**config.mk**
```make
export PLATFORM = sky130hd
export DESIGN_NAME = wake_blank_ctrl
export DESIGN_NICKNAME = d
export VERILOG_FILES = /design/src/rtl/wbc_pkg.sv /design/src/rtl/wbc_window_cnt.sv /design/src/rtl/wbc_req_gate.sv /design/src/rtl/wake_blank_ctrl.sv
export SDC_FILE = /design/constraint.sdc
export NUM_CORES = 1
export LEC_CHECK = 0
export ABC_AREA = 1
export BUFFER_PORTS_ARGS = -buffer_cell sky130_fd_sc_hd__buf_2
export CELL_PAD_IN_SITES_DETAIL_PLACEMENT = 0
export CELL_PAD_IN_SITES_GLOBAL_PLACEMENT = 1
export CORE_UTILIZATION = 41
export CTS_CLUSTER_SIZE = 10
export DETAILED_ROUTE_END_ITERATION = 6
export PLACE_DENSITY = 0.79
export SLEW_MARGIN = 20
export SYNTH_ARGS = -nofsm -noshare
export SYNTH_HDL_FRONTEND = slang
export SYNTH_SLANG_ARGS = --single-unit
```
**constraint.sdc**
```tcl
create_clock -name clk -period 1.6 [get_ports clk]
set_input_delay 0.08 -clock clk [delete_from_list [all_inputs] [get_ports clk]]
set_output_delay 0.08 -clock clk [all_outputs]
set_load 0.05 [all_outputs]
```
**src/rtl/wbc_pkg.sv**
```systemverilog
package wbc_pkg;
  // request channels judged by the gate array
  typedef enum logic {
    CH_BUF   = 1'b0,
    CH_START = 1'b1
  } wbc_chan_e;

  localparam int WBC_NCH  = 2;
  // window counters: settle, wake blanking, fault blanking
  localparam int WBC_NWIN = 3;
  localparam int WIN_SETTLE = 0;
  localparam int WIN_WAKE   = 1;
  localparam int WIN_FAULT  = 2;
endpackage

```
**src/rtl/wbc_window_cnt.sv**
```systemverilog
module wbc_window_cnt #(
  parameter int W   = 8,
  parameter int LEN = 4
) (
  input  logic clk,
  input  logic rst_n,
  input  logic load,
  output logic busy
);
  logic [W-1:0] cnt;

  always_ff @(posedge clk) begin
    if (!rst_n)           cnt <= '0;
    else if (load)        cnt <= W'(LEN);
    else if (cnt != '0)   cnt <= cnt - 1'b1;
  end

  assign busy = (cnt != '0);


  load_opens_chk: assert property (@(posedge clk) disable iff (!rst_n)
    load |=> busy);


  idle_stays_chk: assert property (@(posedge clk) disable iff (!rst_n)
    (!load && !busy) |=> !busy);
endmodule

```
**src/rtl/wbc_req_gate.sv**
```systemverilog
module wbc_req_gate (
  input  logic clk,
  input  logic rst_n,
  input  logic req,
  input  logic block,
  output logic ack,
  output logic rej
);
  always_ff @(posedge clk) begin
    if (!rst_n) begin
      ack <= 1'b0;
      rej <= 1'b0;
    end else begin
      ack <= req && !block;
      rej <= req && block;
    end
  end


  one_answer_chk: assert property (@(posedge clk) disable iff (!rst_n)
    req |=> (ack != rej));


  no_spurious_chk: assert property (@(posedge clk) disable iff (!rst_n)
    !req |=> (!ack && !rej));
endmodule

```
**src/rtl/wake_blank_ctrl.sv**
```systemverilog
module wake_blank_ctrl #(
  parameter int SETTLE_CYCLES      = 4,
  parameter int WAKE_BLANK_CYCLES  = 124,
  parameter int FAULT_BLANK_CYCLES = 128
) (
  input  logic clk,
  input  logic rst_n,
  input  logic cfg_wr,
  input  logic cfg_sleep,
  input  logic cfg_autosend,
  input  logic sts_rd,
  input  logic sts_fault_clr,
  input  logic buf_wr_req,
  input  logic start_req,
  output logic buf_wr_ack,
  output logic buf_wr_rej,
  output logic start_ack,
  output logic start_rej,
  output logic blank_active,
  output logic cfg_settled
);
  import wbc_pkg::*;

  localparam int WAKE_LEN = SETTLE_CYCLES + WAKE_BLANK_CYCLES;
  localparam int MAX_LEN  = (WAKE_LEN > FAULT_BLANK_CYCLES) ? WAKE_LEN : FAULT_BLANK_CYCLES;
  localparam int CNT_W    = $clog2(MAX_LEN + 1);

  logic [WBC_NWIN-1:0] win_load;
  logic [WBC_NWIN-1:0] win_busy;
  logic                autosend_q;

  assign win_load[WIN_SETTLE] = cfg_wr;
  assign win_load[WIN_WAKE]   = cfg_wr && !cfg_sleep;
  assign win_load[WIN_FAULT]  = sts_rd && sts_fault_clr;

  genvar g;
  generate
    for (g = 0; g < WBC_NWIN; g++) begin : g_win
      localparam int LEN = (g == WIN_SETTLE) ? SETTLE_CYCLES :
                           (g == WIN_WAKE)   ? WAKE_LEN : FAULT_BLANK_CYCLES;
      wbc_window_cnt #(.W(CNT_W), .LEN(LEN)) u_cnt (
        .clk   (clk),
        .rst_n (rst_n),
        .load  (win_load[g]),
        .busy  (win_busy[g])
      );
    end
  endgenerate

  always_ff @(posedge clk) begin
    if (!rst_n)      autosend_q <= 1'b0;
    else if (cfg_wr) autosend_q <= cfg_autosend;
  end

  assign blank_active = win_busy[WIN_WAKE] || win_busy[WIN_FAULT];
  assign cfg_settled  = !win_busy[WIN_SETTLE];

  logic [WBC_NCH-1:0] ch_req, ch_block, ch_ack, ch_rej;

  assign ch_req[CH_BUF]     = buf_wr_req;
  assign ch_req[CH_START]   = start_req;
  assign ch_block[CH_BUF]   = blank_active && autosend_q;
  assign ch_block[CH_START] = blank_active;

  generate
    for (g = 0; g < WBC_NCH; g++) begin : g_gate
      wbc_req_gate u_gate (
        .clk   (clk),
        .rst_n (rst_n),
        .req   (ch_req[g]),
        .block (ch_block[g]),
        .ack   (ch_ack[g]),
        .rej   (ch_rej[g])
      );
    end
  endgenerate

  assign buf_wr_ack = ch_ack[CH_BUF];
  assign buf_wr_rej = ch_rej[CH_BUF];
  assign start_ack  = ch_ack[CH_START];
  assign start_rej  = ch_rej[CH_START];


  settle_drop_chk: assert property (@(posedge clk) disable iff (!rst_n)
    cfg_wr |=> !cfg_settled);


  wake_blank_chk: assert property (@(posedge clk) disable iff (!rst_n)
    (cfg_wr && !cfg_sleep) |=> blank_active);


  fault_blank_chk: assert property (@(posedge clk) disable iff (!rst_n)
    (sts_rd && sts_fault_clr) |=> blank_active);


  start_free_chk: assert property (@(posedge clk) disable iff (!rst_n)
    start_ack |-> !$past(blank_active));


  buf_rej_cause_chk: assert property (@(posedge clk) disable iff (!rst_n)
    buf_wr_rej |-> $past(blank_active));
endmodule

```
After elaboration in Yosys (flattened, before gate mapping)
Cells that the tools add are included.
{"block": "op_classes", "mux": 6, "reduce_logical": 21, "n_addsub": 3, "bitwise": 1}
{"cell": "8-bit two-way mux", "n": 4}
{"cell": "8-bit nonzero test", "n": 3}
{"cell": "8-bit by 1-bit subtractor with 8-bit output, second input constant", "n": 3}
{"cell": "1-bit logical AND", "n": 7}
{"cell": "3-bit two-way mux", "n": 2}
{"cell": "2-bit nonzero test", "n": 3}
{"cell": "2-bit OR reduction", "n": 3}
{"cell": "1-bit zero test", "n": 4}
{"cell": "1-bit logical OR", "n": 1}
{"cell": "1-bit NOT", "n": 1}
{"block": "word_totals", "input_bits": 9, "reg_bits": 29, "elab_cells": 42, "output_inout_bits": 6}

Depth between registers and ports, before layout
Gate-level depths: netlist of the first run.
{"block": "logic_depth", "depth_word": 5, "mapped_depth": 8}

Cells and area by module
From an unflattened synthesis of the first run, not the netlist that was laid out.
{"block": "unflattened", "hier_cells": 203, "area_unflattened_um2": 1564.0}
{"mod": "wbc_window_cnt at g_win[1].u_cnt ...", "seq_area_each_um2": 160.2, "area_each_um2": 450.4, "cells_per_inst": 57, "instances": 2}
{"mod": "wbc_window_cnt at g_win[0].u_cnt", "seq_area_each_um2": 160.2, "area_each_um2": 481.7, "cells_per_inst": 64, "instances": 1}
{"mod": "wbc_req_gate", "seq_area_each_um2": 40.0, "area_each_um2": 55.1, "cells_per_inst": 6, "instances": 2}
{"mod": "wake_blank_ctrl", "seq_area_each_um2": 20.0, "area_each_um2": 71.3, "cells_per_inst": 13, "instances": 1}

Worst setup path before layout of the first run
Ideal clock, no wire load.
{"block": "synth_path", "path_kind": "reg2reg", "start": "register g_win[0].u_cnt.cnt[1]", "end": "register g_win[0].u_cnt.cnt[1]", "slack_ps": 157, "n_path_buf": 0, "arrival_ps": 1311, "period_less_slack_ps": 1443, "path_stages_with_launch": 8, "setup_time_ps": 132, "path_cell_list": "dfxtp_1 inv_1 ha_1 nand2_1 nor2_4 nand3_2 inv_1 a21oi_2"}
{"block": "synth_between", "elab_chain_len": 1, "word_cells_on_any_way": 2}
{"item": "start, declared", "line": "wbc_window_cnt.sv:10", "rtl": "logic [W-1:0] cnt;"}
{"item": "start signal, assigned", "line": "wbc_window_cnt.sv:14", "rtl": "else if (load) cnt <= W'(LEN);"}
{"item": "start signal, assigned", "line": "wbc_window_cnt.sv:15", "rtl": "else if (cnt != '0) cnt <= cnt - 1'b1;"}
{"item": "8-bit by 1-bit subtractor with 8-bit output / 8-bit nonzero test (equally long branches)", "line": "wbc_window_cnt.sv:15"}
Parallel ways exist; a longest one is shown, timed or not.
A chain may end at the register's enable or synchronous reset.

Final worst setup path of the first run
{"block": "layout_path", "start": "register g_win[0].u_cnt.cnt[0]", "end": "output cfg_settled"}
{"block": "layout_between", "elab_chain_len": 2}
{"item": "8-bit nonzero test", "line": "wbc_window_cnt.sv:18", "rtl": "assign busy = (cnt != '0);"}
{"item": "1-bit zero test", "line": "wake_blank_ctrl.sv:56", "rtl": "assign cfg_settled = !win_busy[WIN_SETTLE];"}
{"item": "end, declared", "line": "wake_blank_ctrl.sv:20", "rtl": "output logic cfg_settled"}
No other way between the ends.

==> metrics, run 1 <==
top-area cell type share of the netlist area 0.418; worst rel slew slack 0.794; adder and majority gate portion of the synthesized area 0.0361; synthesized-area fraction occupied by and/or/nand/nor cells 0.321; die extent in x 60.2 um; setup repair after global routing missed its margin no; worst IR drop on VDD approximately 1.1 mV; Placed Instances 241; gp weighted congestion ~0.79; overall global routing resource usage 0.176; starting density of the core 0.444; Total Routed Length between 2000 and 3000 um; number of hold violations in the final report 0; leading post-synthesis cells by instance count 35 x nand2_1, 29 x dfxtp_1, 29 x inv_1; most area-hungry cell type in the Yosys netlist dfxtp_1; Antenna diodes 0; yosys warns 0; number of iterations in the first detailed-routing pass 4; fin crit share 0.959; Num CTS Buffers 5; Slew @ Worst Pin 0.309 ns; clock tree from TritonCTS built; post-route ant nets 0; pin count of the biggest net entering global routing 9; largest cells by area after synthesis dfxtp_1 42%, nand2_1 9.5%, inv_1 7.8%; count of pins on the block boundary 15; Lkg Pwr approximately 0.79 nW; GR Overflow Total 0; Critical Setup Path Class flip-flop to output pin; cell with the most instances after synthesis nand2_1; first-pass GRT wire length around 4600 um; Core Footprint about 0.0031 sq mm; Via-to-Cell Ratio 4.53; Fin Clk Skew about 0.0081 ns; post-layout min period around 1.5 ns; initial antenna violation count 0; data required time at the worst endpoint 1.52 ns; synth-to-layout area growth 20.8%; average size of a mapped cell about 7.5 sq um; WL/cell 10.8 um; worst-path maximum fanout 4; arrival time at the worst endpoint 1.45 ns; number of clock sinks 29; cell count after synthesis approximately 180; element type at the critical path start flip-flop; Max-cap violations 0; IO buf count 14; multiplexer fraction of the synthesized cell area 0; max-slew violations 0; DRC Markers 0; Filler Cells Inserted between 300 and 400; Main synth FF type dfxtp_1; net count reported at finish 226; highest achievable clock rate 0.652 GHz; Non-Filler Instances ~260; sum of net half-perimeters after detailed placement ~2000 um; post-synthesis sequential area ratio 0.418; synthesized net count roughly 200; total number of placement rows 20; master cell of the clock root buffer clkbuf_4; Longest Clk Path Bufs 2; starting DRC count in detailed routing 42; number of flops mapped to enable cells by yosys 0; fraction of layout cells with a size suffix above 1 0.268; number of different library cells in the post-synthesis netlist 22; run status complete, no violations; Layout Utilization 0.536; main combinational cell family by area after synthesis simple AND/OR/NAND/NOR gates; number of global-route vias before repair around 1100; xor-xnor portion of the synthesized cell area 0.0631; worst hold path type input pin to flip-flop; register clock-pin slew on the reported worst setup and hold paths 0.09 ns; final-report setup violation count 0; Clock Latency Late Sink approximately 0.34 ns; #FFs+latches synth 29; async set-or-reset flop fraction in the synthesized netlist 0; number of H-tree levels 2; die height around 60 um; overall via count from detail_route approximately 1200; pwr dens around 2400 mW/mm^2; Post-Route Setup TNS 0 ns; post-synthesis compound-gate area fraction 0.0748; area of the mapped netlist between 0.001 and 0.0015 sq mm; kind of capture point of the worst setup path output pin; overall die area roughly 0.0036 sq mm
-- layer usage --
layer  track usage  share of wire  vias to the layer above
met5             0              0                        -
met4        0.0997          0.025                        0
met3        0.0519          0.039                        7
met2         0.246           0.42                       21
met1         0.238           0.52                      507
li1              -              -                      630
-- cells in the final DEF, fill, tap and decap left out --
cell	n
buf_6	1
clkbuf_8	1
nand2_1	35
ha_1	2
a31oi_1	1
inv_2	5
or2_2	2
xor2_1	8
dfxtp_1	27
nor2_1	27
nand4_1	1
ha_4	1
buf_8	1
inv_1	23
inv_4	2
nand3_4	1
dlygate4sd3_1	1
clkbuf_1	1
xnor2_1	2
nor3_1	2
nand2_2	3
ha_2	1
o21ai_0	4
nor2_2	3
a21oi_2	2
dfxtp_2	2
nand3_1	10
buf_4	8
nor2_4	4
clkbuf_4	5
a21oi_1	12
nand3_2	2
nand4_4	1
buf_2	12
-- final cells by class --
class	instances	area, sq um	share of cell area
clock buffers	7	55.1	0.0328
inverters	30	118	0.0701
multi-input cells	124	709	0.423
flip-flops and latches	29	583	0.348
well taps	44	55.1	0.0328
repair buffers	23	156	0.0933
-- report_power, final --
| part | internal, W | leakage, nW | total [W] | switching [W] |
|---|---|---|---|---|
| clock | 0.000207 | 0.0314 | 0.000463 | 0.000256 |
| sequential | 0.000974 | 0.240 | 0.00118 | 0.000208 |
| combinational | 0.000954 | 0.521 | 0.00233 | 0.00138 |
-- final timing paths --
kind / start / endpoint / slack (ns) / cells past startpoint
setup reg to reg: g_win[0].u_cnt.cnt[0]$_SDFFE_PP0P_ / g_win[0].u_cnt.cnt[0]$_SDFFE_PP0P_ / 0.23 / 8
hold / removal: buf_wr_req / g_gate[0].u_gate.ack$_SDFF_PN0_ / 0.02 / 3
hold reg to reg: g_win[0].u_cnt.cnt[0]$_SDFFE_PP0P_ / g_win[0].u_cnt.cnt[0]$_SDFFE_PP0P_ / 0.45 / 1
setup / recovery: g_win[0].u_cnt.cnt[0]$_SDFFE_PP0P_ / cfg_settled / 0.07 / 7
-- through the flow --
stage                     total power, W  area, sq um  hold WS (ns)  worst slack (ns)
after floorplan                  0.00283         1390         0.215             0.157
after global placement           0.00316         1510         0.310             0.244
after detailed placement         0.00319         1510         0.319             0.180
after CTS                        0.00389         1630        0.0119           0.00200
after global routing             0.00435         1680       0.00359           0.00285
final                            0.00398         1680        0.0174            0.0651
-- critical path, cell delays in order (launching register included) --
cell	delay, ns
dfxtp_2	0.34
inv_2	0.06
ha_2	0.18
nand2_1	0.08
nor2_4	0.12
nand3_4	0.11
inv_4	0.09
buf_8	0.14
-- kinds of logic after synthesis --
logic type | after synthesis
AND/OR/NAND/NOR | 91
AO/OA/AOI/OAI | 19
adder cells (fa/ha/maj) | 4
flip-flops | 29
buffers and inverters | 31
XOR/XNOR | 10
-- timing repair --
| item | in CTS | in global routing |
|---|---|---|
| gates resized for setup | 13 | 6 |
| buffers inserted | 3 | 5 |
| endpoints found under the setup margin | 2 | 2 |
| cloned | 0 | 0 |
| hold buffers | 1 | 0 |
| endpoints found under the hold margin | 1 | 0 |
| pin swaps | 4 | 4 |
-- sequential cells by signal, summed over array words and instances (netlist names) --
register           cells
autosend_q             1
g_win.u_cnt.cnt       24
g_gate.u_gate.rej      2
g_gate.u_gate.ack      2
No activity file was read; power rests on OpenSTA's default activity.
==> inputs of run 2 (changes only) <==
CORE_UTILIZATION = 45   (was 41)
MAX_ROUTING_LAYER = met4   (was default)
PLACE_DENSITY = 0.86   (was 0.79)
clock period = 1.9 ns   (was 1.6 ns; I/O delays follow)
==> run 2 against run 1 <==
Against the previous run: global-route usage up 1.8 points; clock power down 23%; hold slack better by 0.017 ns; cell area down 7.4%; final cell count down 7.8%; combinational power down 27%; non-clock buffer count down 8; count of clock-buffer cells in the layout down 1; critical path depth down 1; power down 24%; sequential share of layout area up 2.6 points.
==> metrics, run 2 (synthesized netlist as in run 1, its figures left out) <==
Core Footprint 0.00283 sq mm (-9.6%); area occupied by multi-input gates 687 sq um (-3.2%); starting density of the core 0.490 (+0.0469); count of pins on the block boundary 15 (unchanged); Hold Path Origin buf_wr_req; post-layout min period about 1.8 ns; post-route ant nets 0 (unchanged); element type at the critical path start flip-flop; Filler Cells Inserted 292 (-4.6%); highest achievable clock rate approximately 0.56 GHz; pin count of the biggest net entering global routing 10 (+1); most used cells in the layout excluding fill and tap cells 35 x nand2_1, 29 x inv_1, 29 x dfxtp_1; Num CTS Buffers 5 (unchanged); number of hold violations in the final report 0 (unchanged); final-report setup violation count 0 (unchanged); final instance area 0.00155 sq mm (-7.4%); synth-to-layout area growth 11.9%; net count reported at finish 218 (-3.5%); register clock-pin slew on the reported worst setup and hold paths 0.09 ns (about the same); Longest Clk Path Bufs 2 (unchanged); register with the highest flop count g_win.u_cnt.cnt; Post-Route Setup TNS 0 ns (unchanged); overall die area 0.00331 sq mm (-8.6%); initial antenna violation count 0 (unchanged); Clock Latency Late Sink 0.33 ns (about the same); Reg area 581 sq um (-0.43%); launch point of the critical path g_win[2].u_cnt.cnt[0]$_SDFFE_PP0P_; gp weighted congestion 0.829 (+5.5%); overall global routing resource usage 0.194 (+0.0179); Max-cap violations 0 (unchanged); Antenna diodes 0 (unchanged); DRC Markers 0 (unchanged); Via-to-Cell Ratio 4.82 (+6.4%); R2R Path Start g_win[2].u_cnt.cnt[0]$_SDFFE_PP0P_; master cell of the clock root buffer clkbuf_4; Total Routed Length 2580 um (-6.8%); Slew @ Worst Pin 0.315 ns (+0.00587 ns); arrival time at the worst endpoint 1.68 ns (+0.23 ns); worst-path maximum fanout 5 (+1); setup repair after global routing missed its margin no; number of clock sinks 29 (unchanged); worst rel slew slack 0.789 (-0.00447); die extent in x 57.5 um (-4.4%); worst IR drop on VDD 0.791 mV (-29%); Critical Setup Path Class flip-flop to output pin; WL/cell 10.9 um (+1.1%); fraction of layout cells with a size suffix above 1 0.194 (-0.0734); kind of capture point of the worst setup path output pin; worst hold path type input pin to flip-flop; overall via count from detail_route 1143 (-1.9%); clock tree from TritonCTS built; total number of placement rows 19 (-5.0%); sum of net half-perimeters after detailed placement 2050 um (+1.8%); most common library cell in the layout ignoring fill and taps nand2_1; Lkg Pwr 0.748 nW (-5.5%); total setup buffers inserted after CTS 0 (-3); largest registers g_win.u_cnt.cnt: 24 flops, g_gate.u_gate.ack: 2 flops, g_gate.u_gate.rej: 2 flops; starting DRC count in detailed routing 48 (+14%); number of global-route vias before repair 1062 (+0.19%); die height 57.5 um (-4.4%); number of iterations in the first detailed-routing pass 4 (unchanged); GR Overflow Total 0 (unchanged); run status complete, no violations; placed inst area 0.00149 sq mm (-1.1%); first-pass GRT wire length 4570 um (+0.31%); flip-flop count of the largest register, all copies and words added 24 (unchanged); data required time at the worst endpoint 1.80 ns (+0.28 ns); Fin Clk Skew 0.00878 ns (+0.000659 ns); fin crit share 0.935; max-slew violations 0 (unchanged); IO buf count 14 (unchanged); pwr dens 1960 mW/mm^2 (-18%); number of H-tree levels 2 (unchanged)
-- run 2: worst max-delay path, stage by stage (launching register included) --
cell,delay [ns]
dfxtp_1,0.34
inv_1,0.11
ha_1,0.26
nand4_4,0.16
nor2_4,0.16
nand2_2,0.09
buf_2,0.22
-- run 2: through the flow --
step / hold slack, ns / cells / total power (W) / util / worst slack [ns]
floorplan: 0.230 / 184 / 0.00238 / - / 0.457
global placement: 0.324 / 228 / 0.00264 / 0.526 / 0.536
detailed placement: 0.332 / 228 / 0.00269 / 0.526 / 0.480
CTS: 0.0312 / 237 / 0.00305 / 0.548 / 0.103
global route: 0.0187 / 237 / 0.00334 / 0.549 / 0.00374
finish: 0.0340 / 237 / 0.00304 / 0.549 / 0.123
-- run 2: repair_timing --
action / 4_1_cts / 5_1_grt
setup endpoints to repair: 0 / 1
resized for setup: 0 / 2
hold endpoints to repair: 1 / 0
hold buffers: 1 / 0
-- run 2: area by class of cell --
type                       count  area share
multi-input combinational    124       0.442
sequential                    29       0.374
inverter                      30      0.0725
timing repair buffer          15      0.0532
clock buffer                   6      0.0266
tap                           31      0.0250
clock inverter                 2     0.00645
-- run 2: layer usage --
layer	wire [um]	part of all wire	vias to the layer above	global-route usage
met5	0	0	-	-
met4	23	0.0089	0	0.0941
met3	95	0.037	2	0.0748
met2	1140	0.44	17	0.271
met1	1320	0.51	508	0.244
li1	-	-	616	-
-- run 2: path summary, 6_finish.rpt --
kind / end / slack, ns / cells past startpoint
worst max-delay path: blank_active / 0.12 / 6
worst min-delay path: g_gate[0].u_gate.ack$_SDFF_PN0_ / 0.03 / 3
worst max register to register: g_win[2].u_cnt.cnt[4]$_SDFFE_PP0P_ / 0.53 / 7
worst min register to register: g_win[1].u_cnt.cnt[0]$_SDFFE_PP0P_ / 0.47 / 2
-- run 2: where the power goes --
part	leakage, nW	internal [W]	switching, W
Sequential	0.239	0.000817	0.000164
Clock	0.0320	0.000141	0.000215
Combinational	0.478	0.000616	0.00108
Total	0.748	0.00157	0.00146
==> inputs of run 3 (changes only) <==
PLACE_DENSITY = 0.84   (was 0.86)
==> run 3 against run 2 <==
Against the previous run: clock skew is essentially flat; non-clock buffer count grew 2; critical path depth is the same; via count shrank 2.6%; maximum frequency grew 1.8%; final cell count grew 0.84%; global-route usage shrank 2.1 points; critical endpoint unchanged; largest cell class unchanged; largest power group unchanged.
==> metrics, run 3 (synthesized netlist as in run 1, its figures left out) <==
run status complete, no violations; number of iterations in the first detailed-routing pass 4 (unchanged); element type at the critical path start flip-flop; post-route ant nets 0 (unchanged); slowest library cell on the worst path dfxtp_1; Core Footprint 0.00283 sq mm (unchanged); Reg area 581 sq um (unchanged); Max-cap violations 0 (unchanged); worst hold path type input pin to flip-flop; largest registers g_win.u_cnt.cnt: 24 flops, g_gate.u_gate.ack: 2 flops, g_gate.u_gate.rej: 2 flops; flip-flop count of the largest register, all copies and words added 24 (unchanged); Overall Power 0.00310 W (+2.2%); overall die area 0.00331 sq mm (unchanged); worst rel slew slack 0.824 (+0.0346); Filler Cells Inserted 258 (-12%); Post-Route Setup TNS 0 ns (unchanged); net count reported at finish 220 (+0.92%); Internal Power 0.00165 W (+5.2%); highest achievable clock rate 0.573 GHz (+1.8%); starting DRC count in detailed routing 17 (-65%); overall via count from detail_route 1113 (-2.6%); arrival time at the worst endpoint 1.65 ns (-0.03 ns); Clock Power Share 0.139 (+0.022); Worst path max stage delay 0.34 ns (about the same); number of hold violations in the final report 0 (unchanged); pwr dens 1950 mW/mm^2 (-0.42%); fin crit share 0.919 (-0.0165); number of H-tree levels 2 (unchanged); overall global routing resource usage 0.173 (-0.0211); initial antenna violation count 0 (unchanged); fraction of power spent switching nets 0.467 (-0.0148); Lkg Pwr 0.765 nW (+2.2%); count of pins on the block boundary 15 (unchanged); final setup margin 0.154 ns (+0.0314 ns); WL/cell 10.0 um (-8.1%); post-layout min period 1.75 ns (-0.0314 ns); die extent in x 57.5 um (unchanged); area occupied by multi-input gates 689 sq um (+0.36%); max-slew violations 0 (unchanged); sum of net half-perimeters after detailed placement 1820 um (-11%); relative contribution of sequential cells to total power 0.316 (-0.007); Via-to-Cell Ratio 4.66 (-3.4%); Total Routed Length 2390 um (-7.3%); clock tree from TritonCTS built; register clock-pin slew on the reported worst setup and hold paths 0.09 ns (about the same); final-report setup violation count 0 (unchanged); Fin Clk Skew 0.00841 ns (-0.000370 ns); fraction of layout cells with a size suffix above 1 0.202 (+0.00775); kind of capture point of the worst setup path output pin; die height 57.5 um (unchanged); worst setup timing slack at the placement stage 0.464 ns (-0.0158 ns); most used cells in the layout excluding fill and tap cells 35 x nand2_1, 29 x inv_1, 29 x dfxtp_1; Antenna diodes 0 (unchanged); setup repair after global routing missed its margin no; switching power of the nets 0.00145 W (-0.92%); Num CTS Buffers 5 (unchanged); data required time at the worst endpoint 1.80 ns (about the same); worst-path maximum fanout 5 (unchanged); first-pass GRT wire length 4130 um (-9.6%); Critical Setup Path Class flip-flop to output pin; GR Overflow Total 0 (unchanged); master cell of the clock root buffer clkbuf_4; total number of placement rows 19 (unchanged); most common library cell in the layout ignoring fill and taps nand2_1; gp weighted congestion 0.782 (-5.7%); synth-to-layout area growth 14.9%; number of global-route vias before repair 1027 (-3.3%); Clock Latency Late Sink 0.33 ns (about the same); number of clock sinks 29 (unchanged); Longest Clk Path Bufs 2 (unchanged); IO buf count 14 (unchanged); starting density of the core 0.490 (unchanged); DRC Markers 0 (unchanged); register with the highest flop count g_win.u_cnt.cnt; cells along the critical path inv_1, ha_2, nand4_4, nor2_4, nand2_2, buf_2; Slew @ Worst Pin 0.264 ns (-0.0510 ns); worst IR drop on VDD 0.918 mV (+16%); power share of the combinational group 0.545 (-0.015); pin count of the biggest net entering global routing 10 (unchanged)
==> run 3: layer usage <==
metal / share of wire / track usage / wire length, um / vias to the layer above
met5: 0 / - / 0 / -
met2: 0.48 / 0.276 / 1150 / 13
met3: 0.026 / 0.0476 / 63 / 7
li1: - / - / - / 614
met1: 0.46 / 0.187 / 1110 / 479
met4: 0.028 / 0.115 / 67 / 0
==> run 3: path summary, 6_finish.rpt <==
kind | from | endpoint | slack [ns] | depth (start not counted)
min | cfg_wr | autosend_q$_SDFFE_PN0P_ | 0.04 | 3
min reg2reg | g_win[0].u_cnt.cnt[0]$_SDFFE_PP0P_ | g_win[0].u_cnt.cnt[0]$_SDFFE_PP0P_ | 0.46 | 1
max | g_win[2].u_cnt.cnt[0]$_SDFFE_PP0P_ | blank_active | 0.15 | 6
max reg2reg | g_win[2].u_cnt.cnt[0]$_SDFFE_PP0P_ | g_win[2].u_cnt.cnt[4]$_SDFFE_PP0P_ | 0.57 | 7
==> run 3: worst max-delay path, delay by kind of cell, from the launching register on <==
family,cells,cell delay (ns)
adders and majority gates,1,0.24
and+or+nand+nor,3,0.42
DFF,1,0.34
buffers and inverters,2,0.33
==> run 3: what timing repair did <==
item	in CTS	in global routing
gates resized for setup	0	2
endpoints found under the hold margin	4	0
hold buffers	3	0
setup endpoints to repair	0	2
buffers inserted	0	0
==> run 3: power groups by stage <==
stage | Sequential (W) | Combinational [W] | Clock (W)
floorplan | 0.000989 | 0.00139 | 0
global placement | 0.000986 | 0.00165 | 0
detailed placement | 0.000995 | 0.00168 | 0
CTS | 0.000983 | 0.00169 | 0.000451
global route | 0.00101 | 0.00191 | 0.000471
finish | 0.000982 | 0.00169 | 0.000432
==> run 3: metrics by stage <==
stage	cell area, sq um	std cells	utilization	hold slack, ns
finish	1590	239	0.563	0.0352
global placement	1490	228	0.526	0.324
CTS	1590	239	0.562	0.0180
detailed placement	1490	228	0.526	0.329
floorplan	1390	184	-	0.230
global route	1590	239	0.563	0.0536
==> run 3: final cells by class <==
cell class / count / area share
multi-input combinational: 124 / 0.432
sequential: 29 / 0.364
inverter: 30 / 0.0706
timing repair buffer: 17 / 0.0644
clock buffer: 7 / 0.0408
tap: 31 / 0.0243
clock inverter: 1 / 0.00314
